## src/rtl/rwbp_pkg.sv

```systemverilog
package rwbp_pkg;
  localparam int unsigned DEF_ADDR_W = 8;
  localparam int unsigned DEF_DATA_W = 16;
  localparam int unsigned DEF_LANE_W = 4;

  function automatic int unsigned lane_count(input int unsigned data_w,
                                             input int unsigned lane_w);
    return (data_w + lane_w - 1) / lane_w;
  endfunction
endpackage

```

## src/rtl/rwbp_addr_cmp.sv

```systemverilog
module rwbp_addr_cmp #(
  parameter int unsigned ADDR_W = 8
) (
  input  logic [ADDR_W-1:0] dst_addr,
  input  logic [ADDR_W-1:0] watch_addr,
  output logic              addr_hit
);
  always_comb addr_hit = (dst_addr == watch_addr);
endmodule

```

## src/rtl/rwbp_data_cmp.sv

```systemverilog
module rwbp_data_cmp
  import rwbp_pkg::*;
#(
  parameter int unsigned DATA_W = 16,
  parameter int unsigned LANE_W = 4
) (
  input  logic [DATA_W-1:0] data,
  input  logic [DATA_W-1:0] pattern,
  input  logic [DATA_W-1:0] mask,
  output logic              data_hit
);
  localparam int unsigned N_LANE = lane_count(DATA_W, LANE_W);
  localparam int unsigned PAD_W  = N_LANE * LANE_W;

  logic [PAD_W-1:0]  d_pad, p_pad, m_pad;
  logic [N_LANE-1:0] lane_ok;

  // Padding bits carry a zero mask, so they never affect the result.
  always_comb begin
    d_pad = '0;
    p_pad = '0;
    m_pad = '0;
    d_pad[DATA_W-1:0] = data;
    p_pad[DATA_W-1:0] = pattern;
    m_pad[DATA_W-1:0] = mask;
  end

  for (genvar g = 0; g < N_LANE; g++) begin : g_lane
    logic [LANE_W-1:0] diff;
    always_comb begin
      diff       = (d_pad[g*LANE_W +: LANE_W] ^ p_pad[g*LANE_W +: LANE_W])
                   & m_pad[g*LANE_W +: LANE_W];
      lane_ok[g] = ~|diff;
    end
  end

  always_comb data_hit = &lane_ok;
endmodule

```

## src/rtl/rwbp_watch.sv

```systemverilog
module rwbp_watch
  import rwbp_pkg::*;
#(
  parameter int unsigned ADDR_W = DEF_ADDR_W,
  parameter int unsigned DATA_W = DEF_DATA_W,
  parameter int unsigned LANE_W = DEF_LANE_W
) (
  input  logic              clk,
  input  logic              rst_n,
  input  logic              bp_enable,
  input  logic              wr_valid,
  input  logic [ADDR_W-1:0] wr_addr,
  input  logic [DATA_W-1:0] wr_data,
  input  logic [ADDR_W-1:0] bp_addr,
  input  logic [DATA_W-1:0] bp_pattern,
  input  logic [DATA_W-1:0] bp_mask,
  output logic              brk_pulse
);
  logic addr_hit, data_hit, fire;

  rwbp_addr_cmp #(.ADDR_W(ADDR_W)) u_addr (
    .dst_addr  (wr_addr),
    .watch_addr(bp_addr),
    .addr_hit  (addr_hit)
  );

  rwbp_data_cmp #(.DATA_W(DATA_W), .LANE_W(LANE_W)) u_data (
    .data    (wr_data),
    .pattern (bp_pattern),
    .mask    (bp_mask),
    .data_hit(data_hit)
  );

  always_comb fire = bp_enable & wr_valid & addr_hit & data_hit;

  always_ff @(posedge clk or negedge rst_n) begin
    if (!rst_n) brk_pulse <= 1'b0;
    else        brk_pulse <= fire;
  end


  brk_needs_valid_chk: assert property (@(posedge clk) disable iff (!rst_n)
    brk_pulse |-> $past(wr_valid));

  brk_needs_enable_chk: assert property (@(posedge clk) disable iff (!rst_n)
    brk_pulse |-> $past(bp_enable));

  brk_addr_match_chk: assert property (@(posedge clk) disable iff (!rst_n)
    brk_pulse |-> $past(wr_addr == bp_addr));

  brk_data_masked_chk: assert property (@(posedge clk) disable iff (!rst_n)
    brk_pulse |-> $past(((wr_data ^ bp_pattern) & bp_mask) == '0));

  brk_follows_write_chk: assert property (@(posedge clk) disable iff (!rst_n)
    (bp_enable && wr_valid && wr_addr == bp_addr
     && ((wr_data ^ bp_pattern) & bp_mask) == '0) |=> brk_pulse);

  brk_zero_mask_chk: assert property (@(posedge clk) disable iff (!rst_n)
    (bp_enable && wr_valid && wr_addr == bp_addr && bp_mask == '0) |=> brk_pulse);
endmodule

```

## config.mk

```make
export PLATFORM = sky130hd
export DESIGN_NAME = rwbp_watch
export DESIGN_NICKNAME = d
export VERILOG_FILES = /design/src/rtl/rwbp_pkg.sv /design/src/rtl/rwbp_addr_cmp.sv /design/src/rtl/rwbp_data_cmp.sv /design/src/rtl/rwbp_watch.sv
export SDC_FILE = /design/constraint.sdc
export NUM_CORES = 1
export LEC_CHECK = 0
export CAP_MARGIN = 20
export CORE_MARGIN = 2
export CORE_UTILIZATION = 20
export CTS_CLUSTER_DIAMETER = 60
export DETAILED_ROUTE_END_ITERATION = 8
export GPL_TIMING_DRIVEN = 1
export PLACE_DENSITY = 0.85
export SYNTH_ARGS = -nofsm -noshare
export SYNTH_HDL_FRONTEND = slang
export SYNTH_SLANG_ARGS = --single-unit
```

## constraint.sdc

```tcl
create_clock -name clk -period 0.9 [get_ports clk]
set_input_delay 0.18 -clock clk [delete_from_list [all_inputs] [get_ports clk]]
set_output_delay 0.18 -clock clk [all_outputs]
set_load 0.01 [all_outputs]
```

==> metrics.txt, run 1 <==
Slew Viols, Final=0; fillcell total=135; Initial DRC Count=3; Via density=4.52; static leakage=0.684 nW; CP arrival=1090 ps; max reg flops=1; synthesized cell area=343 um^2; Top reg by flops=brk_pulse; vias in the first global route=581; Site Rows=14; Die Y=45.4 um; effective utilization at floorplan=22.0%; CTS Hold Bufs=0; Slowest-stage cell, CP=clkdlybuf4s50_1; critical path class=in -> reg; hold crit path type=in -> async; via count=565; DRC=0; Port Buf Inserts=68; net switching power=119 uW; Clk pwr share=0%; Cell Int Power=308 uW; Hold Vio Cnt, Final=0; antenna-violating nets left=0; Yosys cell types=10; fin crit period=1190 ps; post-CTS setup buffer count=0; Clock Pin Slew Worst Setup and Hold Paths=0 ps; Post-Syn Instances=41; Seq pwr share=10.7%; failing checks=negative setup slack; hpwl dp=1.39 mm; Wirelength per Cell=12.2 um; drt total wl=1.52 mm; Critical Path RT=800 ps; max-cap violation count=0; nets@finish=179; Final period util=132%; Synth Net Count=109; area grow syn2layout=214%; critical-path cell list=clkdlybuf4s50_1 -> a22oi_1 -> nand2_1 -> nor4_2; DRT Pass-1 Iters=6; pin count of the biggest net entering global routing=2; achievable frequency=0.843 GHz; Core ar.=1560 um^2; # diodes=0; unrepaired setup endpoints after global routing=yes; full die area=2060 um^2; Final WS setup=-287 ps; startpoint types=input port; combinational share of power=89.3%; Syn Area/Cell=8.36 um^2; IO Pins=69; initial antenna violation count=0; Worst VDD drop=222 uV; gpl congestion=0.611; sequential cell area fraction in the yosys report=7.30%; GR Overflow Total=0; first-pass GRT wire length=2.17 mm; share of layout cells above drive strength 1=11.9%; PD cells=398 nW/um^2; final std cells w/o fill=125; status=finished, violations left; Die W=45.4 um; Placement Setup Slack=-655 ps; Ys Warns=0; actual slew at the worst max-slew pin=314 ps; relative slew slack=79.0%; top cell family by delay on the critical path=buffers and inverters; Final Setup Violations=1; CP Capture Type=register; placed instance count=125; crit-path max FO=1; gr usage total=13.6%; crit-path max cell delay=400 ps; largest registers=brk_pulse: 1 flops; Synth Register Bits=1; Net Sw Frac=27.9%; CP Buf/Inv Count=1
## through the flow
stage	setup TNS [ps]	hold slack, ps	total power, mW	util (%)	area (um^2)
3_5_place_dp	-763	331	0.480	66.9	1040
5_1_grt	-468	345	0.463	68.9	1070
6_report	-287	332	0.428	68.9	1070
4_1_cts	-436	333	0.438	64.2	1000
3_3_place_gp	-715	330	0.469	66.9	1040
2_1_floorplan	-124	-116	0.153	-	343
## worst max-delay path by stage
stage | from | end | cells after the start
finish | bp_mask[13] | brk_pulse | 4
global placement | bp_addr[7] | brk_pulse | 5
floorplan | bp_addr[7] | brk_pulse | 4
global route | wr_addr[1] | brk_pulse | 5
CTS | wr_data[12] | brk_pulse | 5
detailed placement | bp_addr[7] | brk_pulse | 5
## per-layer routing
metal / up-vias / track usage [%] / wire [um]
met5: - / 0 / 0
met3: 0 / 1.19 / 170
met2: 39 / 30.4 / 857
met1: 243 / 13.4 / 496
li1: 283 / - / -
met4: 0 / 0 / 0
## timing repair
action                     in CTS  in global routing
pin swaps                      17                 21
resized for setup              43                 42
setup endpoints to repair       2                  1
## power by group through the flow
stage,registers [mW],clock network (mW),logic (mW)
2_1_floorplan,0.0458,0,0.107
3_3_place_gp,0.0458,0,0.423
3_5_place_dp,0.0458,0,0.435
4_1_cts,0.0458,0,0.393
5_1_grt,0.0458,0,0.417
6_report,0.0458,0,0.382
## layout by cell type, fill, tap and decap left out, drive strengths merged
cell type,n
dlymetal6s2s,26
xor2,24
dlygate4sd2,16
clkdlybuf4s50,13
a22oi,6
buf,5
clkdlybuf4s15,4
clkbuf,4
nand2,3
nor4,2
nand3,2
a211oi,1
nor3,1
a222oi,1
dfrtp,1
## final cells by class
class,count,area (um^2),area share [%]
multi-input combinational,40,337,31.3
sequential,1,25.0,2.33
tap,16,20.0,1.86
timing repair buffer,68,693,64.5
## cells in the mapped netlist, drive strengths merged
cell type,number,area share [%]
a211oi,1,2.2
a222oi,1,2.9
a22oi,6,13
dfrtp,1,7.3
nand2,3,3.3
nand3,2,2.9
nor3,1,1.5
nor4,2,5.5
xor2,24,61
## cell families (layout without fill, tap and decap cells)
logic type	Yosys count	after routing	share of synthesized area, %
simple gates	8	8	13.1
xor+xnor	24	24	61.3
buf+inv	0	68	0
compound gates	8	8	18.2
flops	1	1	7.30
(Power assumes the default switching activity.)
==> run 2: changes to the inputs <==
--- a/config.mk
+++ b/config.mk
@@ -7,11 +7,12 @@
 export LEC_CHECK = 0
 export CAP_MARGIN = 20
 export CORE_MARGIN = 2
-export CORE_UTILIZATION = 20
+export CORE_UTILIZATION = 21
+export CTS_BUF_LIST = sky130_fd_sc_hd__clkbuf_4 sky130_fd_sc_hd__clkbuf_8
 export CTS_CLUSTER_DIAMETER = 60
 export DETAILED_ROUTE_END_ITERATION = 8
 export GPL_TIMING_DRIVEN = 1
-export PLACE_DENSITY = 0.85
+export PLACE_DENSITY = 0.88
 export SYNTH_ARGS = -nofsm -noshare
 export SYNTH_HDL_FRONTEND = slang
 export SYNTH_SLANG_ARGS = --single-unit
==> run 2 against run 1 <==
  * Combinational power decreased by 6.5%
  * Worst hold slack got worse by 2.8 ps
  * The run still ends with negative setup slack left
  * Fmax decreased by 4.3%
  * Utilization decreased by 3.0 points
  * Largest cell class unchanged
==> metrics.txt, run 2 (synthesized netlist as in run 1, its figures left out) <==
Final period util=138%; max-cap violation count=0; Die Y=44.4 um; Top reg by flops=brk_pulse; crit-path max FO=1; critical path class=in -> reg; fillcell total=160; relative slew slack=82.3%; via count=559; Worst VDD drop=189 uV; full die area=1970 um^2; Final Setup Violations=1; CTS Hold Bufs=0; pin count of the biggest net entering global routing=2; Final Util=65.9%; gr usage total=14.3%; Hold Vio Cnt, Final=0; hpwl dp=1.36 mm; Placement Setup Slack=-628 ps; Site Rows=14; Clock Pin Slew Worst Setup and Hold Paths=0 ps; top cell family by delay on the critical path=simple AND/OR/NAND/NOR gates; worst hold slack=329 ps; achievable frequency=0.806 GHz; setup_tns=-340 ps; Clk pwr share=0%; status=finished, violations left; # diodes=0; Net Sw Frac=27.9%; Slowest-stage cell, CP=nor4_2; vias in the first global route=605; PD cells=401 nW/um^2; Seq pwr share=11.4%; Cell Int Power=290 uW; Critical Path RT=800 ps; failing checks=negative setup slack; unrepaired setup endpoints after global routing=yes; Core ar.=1520 um^2; combinational share of power=88.6%; share of layout cells above drive strength 1=10.1%; Initial DRC Count=6; static leakage=0.558 nW; GR Overflow Total=0; crit-path max cell delay=270 ps; DRC=0; Via density=4.47; effective utilization at floorplan=22.5%; IO Pins=69; max reg flops=1; commonest non-fill, non-tap cell in the layout=dlygate4sd2_1; critical-path cell list=dlygate4sd2_1 -> xor2_1 -> a22oi_2 -> nand3_1 -> nor4_2; area grow syn2layout=193%; Final WS setup=-340 ps; post-CTS setup buffer count=0; startpoint types=input port; Power, Total=403 uW; Slew Viols, Final=0; largest registers=brk_pulse: 1 flops; antenna-violating nets left=0; initial antenna violation count=0; hold crit path type=in -> async; Die W=44.4 um; CP Buf/Inv Count=1; Port Buf Inserts=68; fin crit period=1240 ps; net switching power=112 uW; CP arrival=1140 ps; drt total wl=1.42 mm; actual slew at the worst max-slew pin=265 ps; CP Capture Type=register; DRT Pass-1 Iters=4; Wirelength per Cell=11.4 um; gpl congestion=0.627; cell depth of the worst setup path=5; first-pass GRT wire length=2.21 mm; most frequent cells in the layout=32 x dlygate4sd2_1, 24 x xor2_1, 11 x clkdlybuf4s50_1; nets@finish=179
[run 2: changes by cell type in the layout (fill, tap and decap cells not counted), sizes merged]
cell	before	now
dlygate4sd2	16	32
dlymetal6s2s	26	10
clkdlybuf4s15	4	7
clkdlybuf4s50	13	11
buf	5	4
[run 2: worst max path at each step]
stage                        startpoint   endpoint
after CTS                   wr_data[12]  brk_pulse
after global placement       bp_addr[7]  brk_pulse
after floorplan              bp_addr[7]  brk_pulse
final                     bp_pattern[8]  brk_pulse
after global routing        wr_data[12]  brk_pulse
after detailed placement     bp_addr[7]  brk_pulse
[run 2: power by group through the flow]
stage	clock, mW	sequential [mW]	combinational, mW
after floorplan	0	0.0458	0.107
after global placement	0	0.0458	0.422
after detailed placement	0	0.0458	0.431
after CTS	0	0.0458	0.361
after global routing	0	0.0458	0.391
final	0	0.0458	0.357
[run 2: layout make-up]
type / count / area (um^2) / share of cell area [%]
tap: 16 / 20.0 / 1.99
timing repair buffer: 68 / 632 / 62.9
sequential: 1 / 25.0 / 2.49
multi-input combinational: 40 / 328 / 32.6
[run 2: stage by stage]
stage,instance area (um^2),std cells
after detailed placement,1040,125
after floorplan,343,41
after CTS,978,125
final,1000,125
after global routing,1000,125
after global placement,1040,125
[run 2: timing repair]
item | in CTS | in global routing
pin swaps | 20 | 17
resized for setup | 59 | 25
setup endpoints to repair | 2 | 1
[run 2: per-layer routing]
layer / up-vias / routed length, um / share of wire [%] / GRT usage [%]
met5: - / 0 / 0 / 0
met3: 0 / 110 / 7.7 / 0.816
met1: 245 / 484 / 34 / 15.7
li1: 284 / - / - / -
met4: 0 / 0 / 0 / 0
met2: 30 / 827 / 58 / 30.9
==> run 3: changes to the inputs <==
--- a/config.mk
+++ b/config.mk
@@ -13,6 +13,7 @@
 export DETAILED_ROUTE_END_ITERATION = 8
 export GPL_TIMING_DRIVEN = 1
 export PLACE_DENSITY = 0.88
+export SKIP_CTS_REPAIR_TIMING = 1
 export SYNTH_ARGS = -nofsm -noshare
 export SYNTH_HDL_FRONTEND = slang
 export SYNTH_SLANG_ARGS = --single-unit
==> run 3 against run 2 <==
  * The flow still finishes with violations (negative setup slack)
  * Critical path depth shrank 1
  * Fmax down 3.8%
  * Final area grew 15%
  * Utilization up 9.9 points
  * Sequential power hardly changed
  * Critical endpoint unchanged
  * Largest power group unchanged
  * Highest routed layer unchanged
==> metrics.txt, run 3 (synthesized netlist as in run 1, its figures left out) <==
Clock Pin Slew Worst Setup and Hold Paths=0 ps; GR peak layer=met2; pin count of the biggest net entering global routing=2; vias in the first global route=598; area grow syn2layout=237%; Slew Viols, Final=0; initial antenna violation count=0; largest registers=brk_pulse: 1 flops; crit-path max FO=1; Final Util=75.9%; Final Setup Violations=1; max reg flops=1; fin crit period=1290 ps; Final WS setup=-389 ps; Power, Total=448 uW; actual slew at the worst max-slew pin=287 ps; GR Overflow Total=0; Multi-input gate area=328 um^2; CP arrival=1190 ps; first-pass GRT wire length=2.19 mm; static leakage=0.833 nW; placed cell area=1040 um^2; Via density=4.52; Hold Vio Cnt, Final=0; Port Buf Inserts=68; Wirelength per Cell=12.4 um; effective utilization at floorplan=22.5%; achievable frequency=0.776 GHz; failing checks=negative setup slack; hpwl dp=1.36 mm; Top reg by flops=brk_pulse; via count=565; Global Route met3 Usage=1.63%; fillcell total=128; startpoint types=input port; met2 global-route usage=31.8%; Worst VDD drop=212 uV; share of layout cells above drive strength 1=4.59%; register area=25.0 um^2; Final period util=143%; most frequent cells in the layout=45 x dlymetal6s2s_1, 24 x xor2_1, 21 x clkdlybuf4s50_1; critical path class=in -> reg; antenna-violating nets left=0; IO Pins=69; unrepaired setup endpoints after global routing=yes; DRC=0; gr usage total=14.3%; Critical Path RT=800 ps; drt total wl=1.55 mm; GR Util met1=14.0%; CP Capture Type=register; Die Y=44.4 um; Core ar.=1520 um^2; final instance area=1160 um^2; PD cells=388 nW/um^2; DRT Pass-1 Iters=4; max-cap violation count=0; worst hold slack=329 ps; Site Rows=14; full die area=1970 um^2; gpl congestion=0.627; status=finished, violations left; Initial DRC Count=5; commonest non-fill, non-tap cell in the layout=dlymetal6s2s_1; Die W=44.4 um; hold crit path type=in -> async; nets@finish=179; # diodes=0; setup_tns=-389 ps; relative slew slack=80.8%
-- run 3: changes by cell type in the layout (fill, tap and decap cells not counted) --
cell             previous run  this run
buf_2                       3         0
clkdlybuf4s50_1            11        21
clkdlybuf4s15_1             7         0
buf_6                       1         0
dlygate4sd2_1              32         0
clkbuf_2                    4         2
dlymetal6s2s_1             10        45
-- run 3: critical path, stage by stage --
cell and delay [ps]:
clkdlybuf4s50_1 430, a22oi_2 190, nand3_1 120, nor4_2 270
-- run 3: final timing paths --
check	endpoint	cells past startpoint	start
worst max-delay path	brk_pulse	4	bp_mask[8]
max in group asynchronous	brk_pulse	1	rst_n
min in group clk	brk_pulse	4	bp_mask[7]
worst min-delay path	brk_pulse	1	rst_n
-- run 3: routing by layer --
layer / share of wire, % / wire length (um) / up-vias
met4: 0 / 0 / 0
met5: 0 / 0 / -
met2: 58 / 906 / 32
li1: - / - / 284
met1: 35 / 543 / 249
met3: 6.5 / 101 / 0
-- run 3: metrics by stage --
| step | cells | setup WS, ps |
|---|---|---|
| after global routing | 125 | -442 |
| after global placement | 125 | -603 |
| after detailed placement | 125 | -628 |
| final | 125 | -389 |
| after CTS | 125 | -629 |
| after floorplan | 41 | -124 |
-- run 3: where the power goes --
| part | total [mW] | internal (mW) | leakage [nW] | switching (mW) |
|---|---|---|---|---|
| registers | 0.0458 | 0.0458 | 0.0140 | 0.000000249 |
| logic | 0.402 | 0.288 | 0.819 | 0.115 |
| clock network | 0 | 0 | 0 | 0 |
| total | 0.448 | 0.333 | 0.833 | 0.115 |
-- run 3: cell type report --
type,count,area share (%)
multi-input combinational,40,28.4
timing repair buffer,68,67.7
tap,16,1.73
sequential,1,2.16
